$ cat config.mk
export PLATFORM = sky130hd
export DESIGN_NAME = sd_carryfree_add
export DESIGN_NICKNAME = d
export VERILOG_FILES = /design/src/rtl/sdadd_pkg.sv /design/src/rtl/sdadd_ref_gen.sv /design/src/rtl/sdadd_split.sv /design/src/rtl/sdadd_fused_split.sv /design/src/rtl/sdadd_merge.sv /design/src/rtl/sdadd_onestep.sv /design/src/rtl/sd_carryfree_add.sv
export SDC_FILE = /design/constraint.sdc
export NUM_CORES = 1
export LEC_CHECK = 0
export BUFFER_PORTS_ARGS = -buffer_cell sky130_fd_sc_hd__buf_4
export CORE_MARGIN = 2
export CORE_UTILIZATION = 50
export DETAILED_ROUTE_END_ITERATION = 16
export PLACE_DENSITY = 0.7
export SLEW_MARGIN = 20
export SYNTH_ARGS = -nofsm -noshare
export SYNTH_HDL_FRONTEND = slang
export SYNTH_SLANG_ARGS = --single-unit
$ cat constraint.sdc
create_clock -name vclk -period 8.3
set_input_delay 1.245 -clock vclk [all_inputs]
set_output_delay 1.245 -clock vclk [all_outputs]
set_load 0.02 [all_outputs]
$ cat src/rtl/sdadd_pkg.sv
package sdadd_pkg;

    typedef logic [1:0] sd_code_t;

    localparam sd_code_t SD_ZERO = 2'b00;
    localparam sd_code_t SD_POS  = 2'b01;
    localparam sd_code_t SD_NEG  = 2'b11;

    // numeric value of one digit code; the unused code reads as zero
    function automatic int sd_val(sd_code_t c);
        if (!c[0]) return 0;
        return c[1] ? -1 : 1;
    endfunction

    // reference bit: set when the digit pair below sums negative
    function automatic logic ref_bit(sd_code_t a, sd_code_t b);
        return (sd_val(a) + sd_val(b)) < 0;
    endfunction

    // transfer-adjusted pair value, always in -1..2
    function automatic int zval(sd_code_t a, sd_code_t b, logic r_lo, logic r_hi);
        return sd_val(a) + sd_val(b) - int'(r_lo) + 2 * int'(r_hi);
    endfunction

    function automatic logic carry_of(int z);
        return z > 0;
    endfunction

    function automatic logic odd_of(int z);
        return (z == 1) || (z == -1);
    endfunction

    // digit value carry minus negative-sum flag, encoded
    function automatic sd_code_t digit_code(logic up, logic dn);
        if (up && !dn) return SD_POS;
        if (!up && dn) return SD_NEG;
        return SD_ZERO;
    endfunction

endpackage

$ cat src/rtl/sdadd_ref_gen.sv
module sdadd_ref_gen
    import sdadd_pkg::*;
#(
    parameter int N = 8
) (
    input  logic [2*N-1:0] a_i,
    input  logic [2*N-1:0] b_i,
    output logic [N:0]     ref_o
);

    always_comb begin
        ref_o[0] = 1'b0;
        for (int i = 0; i < N; i++) begin
            ref_o[i+1] = ref_bit(a_i[2*i +: 2], b_i[2*i +: 2]);
        end
    end

    genvar g;
    for (g = 0; g < N; g++) begin : g_chk
        always_comb begin
            if (ref_o[g+1]) begin
                // a set reference needs a -1 in the pair below
                a_r4_ref_needs_neg: assert (a_i[2*g +: 2] == SD_NEG || b_i[2*g +: 2] == SD_NEG)
                    else $error("reference set without a negative digit below");
            end
        end
    end

endmodule

$ cat src/rtl/sdadd_split.sv
module sdadd_split
    import sdadd_pkg::*;
#(
    parameter int N = 8
) (
    input  logic [2*N-1:0] a_i,
    input  logic [2*N-1:0] b_i,
    input  logic [N:0]     ref_i,
    output logic [N:0]     carry_o,
    output logic [N-1:0]   sneg_o
);

    always_comb begin
        carry_o[0] = 1'b0;
        for (int i = 0; i < N; i++) begin
            int z;
            z = zval(a_i[2*i +: 2], b_i[2*i +: 2], ref_i[i], ref_i[i+1]);
            carry_o[i+1] = carry_of(z);
            sneg_o[i]    = odd_of(z);
        end
    end

    genvar g;
    for (g = 0; g < N; g++) begin : g_chk
        always_comb begin
            // carry and sum together keep the adjusted pair value
            a_r5_split_keeps_value: assert (2 * int'(carry_o[g+1]) - int'(sneg_o[g]) ==
                    sd_val(a_i[2*g +: 2]) + sd_val(b_i[2*g +: 2]) - int'(ref_i[g]) + 2 * int'(ref_i[g+1]))
                else $error("intermediate split lost value at a position");
        end
    end

endmodule

$ cat src/rtl/sdadd_fused_split.sv
module sdadd_fused_split
    import sdadd_pkg::*;
#(
    parameter int N = 8
) (
    input  logic [2*N-1:0] a_i,
    input  logic [2*N-1:0] b_i,
    output logic [N:0]     carry_o,
    output logic [N-1:0]   sneg_o,
    output logic           rtop_o
);

    always_comb begin
        logic r_lo;
        logic r_hi;
        int   z;
        r_lo       = 1'b0;
        carry_o[0] = 1'b0;
        for (int i = 0; i < N; i++) begin
            r_hi         = ref_bit(a_i[2*i +: 2], b_i[2*i +: 2]);
            z            = zval(a_i[2*i +: 2], b_i[2*i +: 2], r_lo, r_hi);
            carry_o[i+1] = carry_of(z);
            sneg_o[i]    = odd_of(z);
            r_lo         = r_hi;
        end
        rtop_o = r_lo;
    end

endmodule

$ cat src/rtl/sdadd_merge.sv
module sdadd_merge
    import sdadd_pkg::*;
#(
    parameter int N = 8
) (
    input  logic [N:0]     carry_i,
    input  logic [N-1:0]   sneg_i,
    input  logic           rtop_i,
    output logic [2*N+1:0] sum_o
);

    always_comb begin
        for (int i = 0; i < N; i++) begin
            sum_o[2*i +: 2] = digit_code(carry_i[i], sneg_i[i]);
        end
        sum_o[2*N +: 2] = digit_code(carry_i[N], rtop_i);
    end

    always_comb begin
        // nothing carries into the lowest position
        a_r6_low_digit_nonpos: assert (sum_o[1:0] != SD_POS)
            else $error("lowest result digit is +1");
    end

endmodule

$ cat src/rtl/sdadd_onestep.sv
module sdadd_onestep
    import sdadd_pkg::*;
#(
    parameter int N = 8
) (
    input  logic [2*N-1:0] a_i,
    input  logic [2*N-1:0] b_i,
    output logic [2*N+1:0] sum_o
);

    // each digit is a function of the pairs at i, i-1 and i-2
    always_comb begin
        int   p0;
        int   p1;
        int   p2;
        logic up;
        logic dn;
        p1 = 0;
        p2 = 0;
        for (int i = 0; i < N; i++) begin
            p0 = sd_val(a_i[2*i +: 2]) + sd_val(b_i[2*i +: 2]);
            up = carry_of(p1 - int'(p2 < 0) + 2 * int'(p1 < 0));
            dn = odd_of(p0 - int'(p1 < 0) + 2 * int'(p0 < 0));
            sum_o[2*i +: 2] = digit_code(up, dn);
            p2 = p1;
            p1 = p0;
        end
        up = carry_of(p1 - int'(p2 < 0) + 2 * int'(p1 < 0));
        sum_o[2*N +: 2] = digit_code(up, p1 < 0);
    end

endmodule

$ cat src/rtl/sd_carryfree_add.sv
module sd_carryfree_add
    import sdadd_pkg::*;
#(
    parameter int N    = 8,
    parameter int FUSE = 0
) (
    input  logic [2*N-1:0] a_i,
    input  logic [2*N-1:0] b_i,
    output logic [2*N+1:0] sum_o
);

    localparam int DW = 2 * N + 2;

    if (FUSE == 0) begin : g_three
        logic [N:0]   ref_d;
        logic [N:0]   carry_d;
        logic [N-1:0] sneg_d;
        sdadd_ref_gen #(.N(N)) u_ref (.a_i(a_i), .b_i(b_i), .ref_o(ref_d));
        sdadd_split   #(.N(N)) u_split (.a_i(a_i), .b_i(b_i), .ref_i(ref_d),
                                        .carry_o(carry_d), .sneg_o(sneg_d));
        sdadd_merge   #(.N(N)) u_merge (.carry_i(carry_d), .sneg_i(sneg_d),
                                        .rtop_i(ref_d[N]), .sum_o(sum_o));
    end else if (FUSE == 1) begin : g_two
        logic [N:0]   carry_d;
        logic [N-1:0] sneg_d;
        logic         rtop_d;
        sdadd_fused_split #(.N(N)) u_fsplit (.a_i(a_i), .b_i(b_i), .carry_o(carry_d),
                                            .sneg_o(sneg_d), .rtop_o(rtop_d));
        sdadd_merge       #(.N(N)) u_merge (.carry_i(carry_d), .sneg_i(sneg_d),
                                            .rtop_i(rtop_d), .sum_o(sum_o));
    end else begin : g_one
        sdadd_onestep #(.N(N)) u_one (.a_i(a_i), .b_i(b_i), .sum_o(sum_o));
    end

    always_comb begin
        for (int i = 0; i < DW / 2; i++) begin
            // the unused code never leaves the block
            a_r1_legal_code: assert (sum_o[2*i +: 2] != 2'b10)
                else $error("illegal digit code in result");
        end
        // top digit sign follows the top operand pair
        if (sum_o[2*N +: 2] == SD_POS) begin
            a_r7_top_pos: assert (a_i[2*N-1 -: 2] != SD_NEG && b_i[2*N-1 -: 2] != SD_NEG)
                else $error("top digit +1 with a negative top operand digit");
        end
        if (sum_o[2*N +: 2] == SD_NEG) begin
            a_r7_top_neg: assert (a_i[2*N-1 -: 2] == SD_NEG || b_i[2*N-1 -: 2] == SD_NEG)
                else $error("top digit -1 without a negative top operand digit");
        end
    end

    if (N <= 30) begin : g_value_chk
        always_comb begin
            longint va;
            longint vr;
            va = 0;
            vr = 0;
            for (int i = 0; i < N; i++) begin
                va = va + (longint'(sd_val(a_i[2*i +: 2]) + sd_val(b_i[2*i +: 2])) <<< i);
            end
            for (int i = 0; i <= N; i++) begin
                vr = vr + (longint'(sd_val(sum_o[2*i +: 2])) <<< i);
            end
            // the digit word keeps the numeric sum
            a_r3_value_kept: assert (vr == va)
                else $error("result value differs from operand sum");
        end
    end

endmodule

==> results of run 1 <==
-- power breakdown --
| part | internal (mW) | switching (mW) | total, mW |
|---|---|---|---|
| logic | 0.681 | 1.06 | 1.74 |
| clock network | 0 | 0 | 0 |
| registers | 0 | 0 | 0 |
-- worst max-delay path, delay by kind of cell --
| kind | cells | cell delay (ps) |
|---|---|---|
| xor gates and xnor gates | 1 | 180 |
| and+or+nand+nor | 7 | 1440 |
| AOI/OAI and AO/OA | 1 | 240 |
| buffers and inverters | 7 | 630 |
| adders and majority gates | 9 | 3050 |
-- synthesized netlist by cell type, drive strengths merged, types with 5 or more instances --
library cell,instances
ha,167
a21oi,132
inv,115
nor2,79
o21ai,77
nand2,74
a21o,61
nand3,56
clkbuf,53
fa,51
nand4,36
nor3,28
xnor2,28
buf,26
nand2b,23
o21a,23
nor4,21
nor2b,20
xor2,20
and2,19
a211oi,18
a211o,17
o211ai,17
o31ai,16
a31oi,12
and3,12
mux2i,12
or2,11
nand3b,10
a2111oi,8
o2111ai,8
and4b,7
o21bai,7
a31o,6
nor4b,6
a21boi,5
a221oi,5
nand4b,5
nor3b,5
or4,5
-- kinds of logic (layout without fill, tap and decap cells) --
kind of cell,after synthesis,count (layout)
compound gates,451,451
xor+xnor,48,48
fa+ha+maj,218,218
buf+inv,196,205
mux,13,13
simple gates,432,432
-- area by class of cell --
| class | count | area (um2) | share of cell area, % |
|---|---|---|---|
| tap | 265 | 332 | 3.15 |
| multi-input combinational | 1162 | 9080 | 86.4 |
| timing repair buffer | 88 | 661 | 6.28 |
| inverter | 117 | 439 | 4.18 |
-- through the flow --
step	power (mW)	utilization, %	hold slack (ps)	area, um2	TNS [ps]
after global placement	1.68	54.0	2880	10400	0
final	1.74	54.4	2880	10500	0
after detailed placement	1.68	54.0	2880	10400	0
after CTS	1.69	54.0	2890	10400	0
after floorplan	1.31	-	2720	9790	0
after global routing	1.92	54.4	2910	10500	-26.0
-- layer usage --
layer / routed length, um / share of wire, %
met5: 0 / 0
met4: 245 / 0.94
met1: 11800 / 45
met2: 12300 / 47
met3: 1790 / 6.9
-- final timing paths --
kind	start	to	slack (ps)	depth (start not counted)
setup / recovery	b_i[6]	sum_o[6]	280	25
hold / removal	b_i[0]	sum_o[1]	2880	3
==> flow_summary_export.csv, run 1 <==
group,metric,value,unit
global_route,grt_first_pass_wirelength,43400,um
cells_and_area,syn_to_final_growth,7.37,%
min_path,min_path_type,"primary input to output pin",
logic_synthesis,muxShareOfSynthArea,1.46,%
cells_and_area,final-seq-area,0,um2
critical_path,cp_data_arrival_time,6780,ps
cells_and_area,nets,1619,
logic_synthesis,synth_cells,1358,
critical_path,path_max_fanout,5,
clocking,ctsHoldBuffers,0,
cells_and_area,mostFrequentLayoutCell,"ha_1",
critical_path,required,7050,ps
timing,grt_setup_unrepaired,"true",
critical_path,crit_type,"primary input to output pin",
die,coreArea,19300,um2
logic_synthesis,synthXorXnorAreaFrac,4.29,%
cells_and_area,drive_above_1_share,9.73,%
logic_synthesis,yosys.area_share.adder,31.8,%
cells_and_area,antenna_cells,0,
die,rows,51,
pwr,power.density,165,nW/um2
place,dp.final_hpwl,20200,um
global_route,antenna_found_initial,0,
cells_and_area,nFillCells,1869,
pwr,vdd.ir_drop.worst,0.0898,mV
critical_path,critPathMostFrequentCell,"inv_1",
timing,slew_violations,0,
timing,max_slew_margin,42.3,%
die,io_pins,50,
logic_synthesis,syn_area,9790,um2
timing,max_freq,125,MHz
drt,routedWlPerCell,16.0,um
logic_synthesis,syn_area_per_cell,7.21,um2
logic_synthesis,synth_compound_area_share,30.4,%
die,die_w,144,um
logic_synthesis,seq_area_frac_synth,0,%
drt,vias,10200,
timing,setup_viol,0,
critical_path,end_kind,"output pin",
logic_synthesis,synth_area_leaders,"ha_1 (21%), fa_1 (10%), a21oi_1 (6.7%)",
global_route,grtUsageTotal,24.3,%
critical_path,cp-start-kind,"primary input",
outcome,outcome,"completed",
place,dp_cells,1632,
global_route,met1_usage,35.3,%
run,maxCapViolCount,0,
drt,antenna_left,0,
cells_and_area,nFlopsAndLatches,0,
global_route,busiest_layer,"met2",
global_route,grt_max_degree,32,
place,port_buffers,50,
timing,finalWorstSetupSlack,280,ps
die,die_h,144,um
cells_and_area,final_cell_count_no_fill,1632,
global_route,use_met2,41.4,%
logic_synthesis,netlist.area_leader.share,21.3,%
timing,hold_violations,0,
cells_and_area,layout_common_cells,"ha_1 (167), a21oi_1 (131), inv_1 (115)",
global_route,grt-ovfl-total,0,
drt,drtPass1Iterations,7,
global_route,first_global_vias,9165,
logic_synthesis,synthDistinctLibCells,80,
logic_synthesis,yosysWarnings,0,
die,die_area,20700,um2
clocking,ctsResizeCount,0,
place,finalWeightedCongestion,0.972,
cells_and_area,nClkBuffers,0,
timing,tightest_slew,865,ps
place,post-place-ws,18.2,ps
clocking,cts_setup_buffers,0,
logic_synthesis,syn-num-nets,1608,
logic_synthesis,synth_top_family_by_area,"adder cells",
logic_synthesis,synthSimpleGateAreaFrac,24.2,%
critical_path,slowest_delay,440,ps
global_route,use_met3,1.00,%
drt,drt_iter0_markers,898,
drt,drt-total-wl,26100,um
critical_path,critical-path-slowest-cell,"fa_2",
timing,min_period_over_period,96.6,%
pwr,p_leak,4.80,nW
drt,viasPerCell,6.27,
die,initial_core_util,50.6,%
logic_synthesis,synth_top_cell_by_area,"ha_1",
drt,drc_errors,0,
timing,period_minus_slack,8020,ps
(Power assumes the default switching activity.)
==> run 2, diff against run 1 <==
--- a/config.mk
+++ b/config.mk
@@ -6,9 +6,10 @@
 export NUM_CORES = 1
 export LEC_CHECK = 0
+export ABC_AREA = 1
 export BUFFER_PORTS_ARGS = -buffer_cell sky130_fd_sc_hd__buf_4
 export CORE_MARGIN = 2
 export CORE_UTILIZATION = 50
 export DETAILED_ROUTE_END_ITERATION = 16
-export PLACE_DENSITY = 0.7
+export PLACE_DENSITY = 0.69
 export SLEW_MARGIN = 20
 export SYNTH_ARGS = -nofsm -noshare
==> constraint.sdc (replaced) <==
create_clock -name vclk -period 8.3
set_input_delay 1.245 -clock vclk [all_inputs]
set_output_delay 1.245 -clock vclk [all_outputs]
set_load 0.01 [all_outputs]
==> run 2 against run 1 <==
Worst setup slack gained 330 ps. Global-route usage rose by 4.3 points. Largest cell class unchanged. Count of clock-buffer cells in the layout stayed put. Cell count increased by 59%. Critical path depth grew 2. Largest power group unchanged. Wire length increased by 37%. Critical endpoint is now sum_o[10]. Combinational power increased by 22%.
==> flow_summary_export.csv, run 2 <==
group,metric,value,unit
logic_synthesis,synth_top_cell_by_area,"nand2_1",
drt,met3_length,2070,um
pwr,vdd.ir_drop.worst,0.0975,mV
global_route,grtUsageTotal,28.6,%
clocking,ctsHoldBuffers,0,
logic_synthesis,synth_cells,2252,
run,maxCapViolCount,0,
timing,setup_viol,0,
logic_synthesis,seq_area_frac_synth,0,%
cells_and_area,drive_above_1_share,4.48,%
cells_and_area,syn_to_final_growth,5.30,%
logic_synthesis,synthDistinctLibCells,39,
cells_and_area,final-seq-area,0,um2
place,port_buffers,50,
outcome,outcome,"completed",
global_route,grt_first_pass_wirelength,60500,um
cells_and_area,antenna_cells,0,
critical_path,path_max_fanout,6,
global_route,grt_max_degree,22,
timing,period_minus_slack,7690,ps
timing,min_period_over_period,92.6,%
cells_and_area,postLayoutCoreUtil,53.6,%
drt,routed.top_layer,"met4",
logic_synthesis,yosysWarnings,0,
drt,drtPass1Iterations,6,
global_route,grt-ovfl-total,0,
die,die_h,159,um
drt,drt-total-wl,35600,um
die,die_w,159,um
logic_synthesis,netlist.area_leader.share,24.6,%
cells_and_area,layout_common_cells,"nand2_1 (784), inv_1 (327), nor2_1 (273)",
timing,tightest_slew,830,ps
clocking,ctsResizeCount,0,
critical_path,cp-start-kind,"primary input",
critical_path,end_kind,"output pin",
die,initial_core_util,50.9,%
cells_and_area,nClkBuffers,0,
critical_path,cp_data_arrival_time,6440,ps
drt,viasPerCell,5.41,
die,coreArea,23500,um2
clocking,cts_setup_buffers,0,
critical_path,critical-path-slowest-cell,"fa_1",
drt,antenna_left,0,
critical_path,required,7050,ps
pwr,power.density,169,nW/um2
place,finalWeightedCongestion,0.995,
die,io_pins,50,
cells_and_area,mostFrequentLayoutCell,"nand2_1",
logic_synthesis,syn-num-nets,2502,
place,dp.final_hpwl,29600,um
logic_synthesis,yosys.cell_count.top_type,"nand2_1",
logic_synthesis,syn_area,11900,um2
cells_and_area,nets,2528,
drt,drt_iter0_markers,1305,
drt,wl_met2,16500,um
timing,hold_violations,0,
logic_synthesis,synth_common_cells,"nand2_1 (784), inv_1 (327), nor2_1 (273)",
timing,slew_violations,0,
timing,grt_setup_unrepaired,"false",
drt,wl_met1,15900,um
drt,vias,14100,
timing,max_slew_margin,44.5,%
critical_path,worst-path-buf-inv,6,
critical_path,crit_family,"adder cells",
cells_and_area,final_cell_count_no_fill,2595,
logic_synthesis,syn_area_per_cell,5.30,um2
min_path,hold_start,"b_i[0]",
logic_synthesis,synth_area_leaders,"nand2_1 (25%), ha_1 (17%), nand3_1 (11%)",
pwr,p_leak,7.23,nW
min_path,min_path_type,"primary input to output pin",
drt,drc_errors,0,
cells_and_area,nFlopsAndLatches,0,
min_path,hold_depth,3,
min_path,holdPathEnd,"sum_o[0]",
critical_path,critPathMostFrequentCell,"fa_1",
global_route,first_global_vias,13200,
drt,routedWlPerCell,13.7,um
timing,setup_tns,0,ps
global_route,antenna_found_initial,0,
timing,max_freq,130,MHz
die,rows,56,
die,die_area,25100,um2
place,dp_cells,2595,
critical_path,crit_type,"primary input to output pin",
critical_path,slowest_delay,520,ps
==> run 2: cell count changes after synthesis, sizes merged, moves of 25 or more <==
cell    before  now
inv        115  339
o21ai       77   46
xnor2       28    3
nand2       74  791
nand3       56  273
clkbuf      53    5
nor2        79  291
nand4       36   63
a21oi      132  100
a21o        61    0
==> run 2: area by class of cell <==
type	instances	area (um2)
Timing Repair Buffer	56	420
Multi-Input combinational cell	1881	10500
Tap cell	319	399
Fill cell	2490	10900
Inverter	339	1270
==> run 2: worst max path at each step <==
stage,endpoint,cells past startpoint,start
2_1_floorplan,sum_o[12],25,b_i[10]
3_3_place_gp,sum_o[6],24,b_i[6]
3_5_place_dp,sum_o[6],27,b_i[6]
4_1_cts,sum_o[6],27,b_i[6]
5_1_grt,sum_o[10],27,b_i[10]
6_report,sum_o[10],27,b_i[10]
==> run 2: layer usage <==
metal / vias to the layer above / global-route usage (%)
met5: - / 0
met4: 0 / 9.35
met3: 90 / 1.20
met2: 566 / 50.5
met1: 6237 / 37.6
li1: 7157 / -
==> run 2: metrics by stage <==
stage	setup WS (ps)	instance area, um2	hold slack [ps]	total power, mW
finish	612	12600	2850	2.12
detailed placement	612	12600	2850	2.07
global placement	667	12600	2850	2.06
floorplan	1300	11900	2660	1.59
global route	147	12600	2880	2.40
CTS	593	12600	2850	2.08
==> run 2: cells by family (layout without fill, tap and decap cells) <==
logic type / after synthesis / after routing / synth area share (%)
fa+ha+maj: 218 / 218 / 26.1
buf+inv: 371 / 395 / 12.2
xor+xnor: 28 / 28 / 2.05
simple gates: 1473 / 1473 / 52.5
compound gates: 162 / 162 / 7.15
==> run 2: power by group <==
part | internal, mW | total (mW) | switching (mW)
Combinational | 0.669 | 2.12 | 1.45
Clock | 0 | 0 | 0
Sequential | 0 | 0 | 0
==> run 3, diff against run 2 <==
- ABC_AREA: 1 -> unset
- PLACE_DENSITY: 0.69 -> 0.7
==> run 3 against run 2 <==
Wire length decreased by 28%. Sequential share of layout area unchanged. Global-route usage decreased by 4.8 points.
==> flow_summary_export.csv, run 3 (synthesis results as in run 1) <==
group,metric,value,unit
place,post-place-ws,7.33,ps
timing,hold_violations,0,
clocking,ctsHoldBuffers,0,
global_route,grt_max_degree,24,
die,rows,51,
cells_and_area,layout_common_cells,"ha_1 (167), a21oi_1 (131), inv_1 (115)",
drt,viasPerCell,6.22,
drt,vias,10100,
die,io_pins,50,
min_path,min_path_type,"primary input to output pin",
critical_path,cp_data_arrival_time,6750,ps
die,coreArea,19300,um2
global_route,first_global_vias,9112,
die,die_w,144,um
outcome,outcome,"completed",
critical_path,path_max_fanout,5,
pwr,combPwrFrac,100.0,%
timing,grt_setup_unrepaired,"true",
place,dp.final_hpwl,20000,um
place,port_buffers,50,
critical_path,end_kind,"output pin",
timing,tightest_slew,699,ps
timing,min_period_over_period,96.3,%
pwr,p_clk_share,0,%
global_route,grt-ovfl-total,0,
drt,routedWlPerCell,15.7,um
pwr,swShare,60.4,%
cells_and_area,antenna_cells,0,
place,finalWeightedCongestion,0.949,
drt,drt_iter0_markers,787,
drt,drt-total-wl,25600,um
global_route,grtUsageTotal,23.8,%
pwr,power.density,164,nW/um2
pwr,p_leak,4.80,nW
pwr,vdd.ir_drop.worst,0.0691,mV
cells_and_area,drive_above_1_share,9.81,%
min_path,holdPathEnd,"sum_o[1]",
pwr,fin_total_pwr,1.72,mW
min_path,hold_start,"b_i[0]",
cells_and_area,final-seq-area,0,um2
min_path,hold_depth,3,
timing,max_slew_margin,53.4,%
pwr,internal_power,0.681,mW
pwr,p_switching,1.04,mW
drt,drc_errors,0,
cells_and_area,mostFrequentLayoutCell,"ha_1",
die,die_h,144,um
cells_and_area,nets,1618,
critical_path,crit_type,"primary input to output pin",
drt,drtPass1Iterations,6,
die,die_area,20700,um2
cells_and_area,syn_to_final_growth,7.37,%
timing,max_freq,125,MHz
run,maxCapViolCount,0,
timing,period_minus_slack,8000,ps
global_route,antenna_found_initial,0,
drt,antenna_left,0,
die,initial_core_util,50.6,%
global_route,grt_first_pass_wirelength,42600,um
timing,finalWorstSetupSlack,304,ps
cells_and_area,nClkBuffers,0,
cells_and_area,nFlopsAndLatches,0,
critical_path,required,7050,ps
pwr,pwr-share-seq,0,%
critical_path,cp-start-kind,"primary input",
timing,slew_violations,0,
timing,setup_viol,0,
-- run 3: cell types whose count changed in the layout (fill, tap and decap cells not counted), moves of 31 or more --
cell,before,now
o21ai_0,36,74
a21o_1,0,61
nand2_1,784,74
nand3_1,271,55
inv_1,327,115
nor2_1,273,78
a21oi_1,100,131
-- run 3: routing by layer --
layer	share of wire [%]	wire length [um]	global-route usage, %	vias to the layer above
li1	-	-	-	4957
met1	44	11400	33.8	4681
met2	47	12100	40.4	474
met3	7.3	1870	1.50	31
met4	1.1	279	3.77	0
met5	0	0	0	-
-- run 3: through the flow --
stage,hold WS [ps],setup TNS [ps],std cells,utilization (%),instance area [um2]
2_1_floorplan,2660,0,1358,-,9790
3_3_place_gp,2860,0,1630,54.0,10400
3_5_place_dp,2870,0,1630,54.0,10400
4_1_cts,2870,0,1630,54.0,10400
5_1_grt,2890,-16.2,1631,54.4,10500
6_report,2870,0,1631,54.4,10500
-- run 3: area by class of cell --
class / instances / area, um2
Fill cell: 1849 / 8820
Inverter: 117 / 439
Multi-Input combinational cell: 1162 / 9080
Tap cell: 265 / 332
Timing Repair Buffer: 87 / 666
-- run 3: timing repair --
action / 4_1_cts / 5_1_grt
buffers inserted: 0 / 1
setup endpoints to repair: 3 / 10
resized for setup: 2 / 15
pin swaps: 0 / 4
-- run 3: how the worst max path moves through the flow --
| stage | startpoint | to | slack [ps] |
|---|---|---|---|
| finish | b_i[6] | sum_o[6] | 300 |
| global route | b_i[4] | sum_o[6] | -20 |
| CTS | b_i[6] | sum_o[6] | 10 |
| detailed placement | b_i[6] | sum_o[6] | 7 |
| global placement | b_i[10] | sum_o[14] | 100 |
| floorplan | b_i[10] | sum_o[14] | 250 |
-- run 3: critical path, stage by stage --
cell and delay, ps:
buf_4 90, and2_1 140, inv_1 120, fa_2 440, fa_2 380, fa_1 400
fa_1 390, inv_1 130, ha_1 240, inv_1 60, ha_1 160, inv_1 60
fa_2 380, fa_1 410, xor2_1 180, nand2_1 70, or4_4 410, nor4b_2 250
nand2_1 90, nand4bb_1 200, nor4_2 270, a32o_2 250, ha_1 230, inv_1 50
buf_4 110
-- run 3: power groups by stage --
stage	Sequential, mW	Clock (mW)	Combinational (mW)
final	0	0	1.72
after global routing	0	0	1.90
after CTS	0	0	1.67
after detailed placement	0	0	1.66
after global placement	0	0	1.65
after floorplan	0	0	1.30
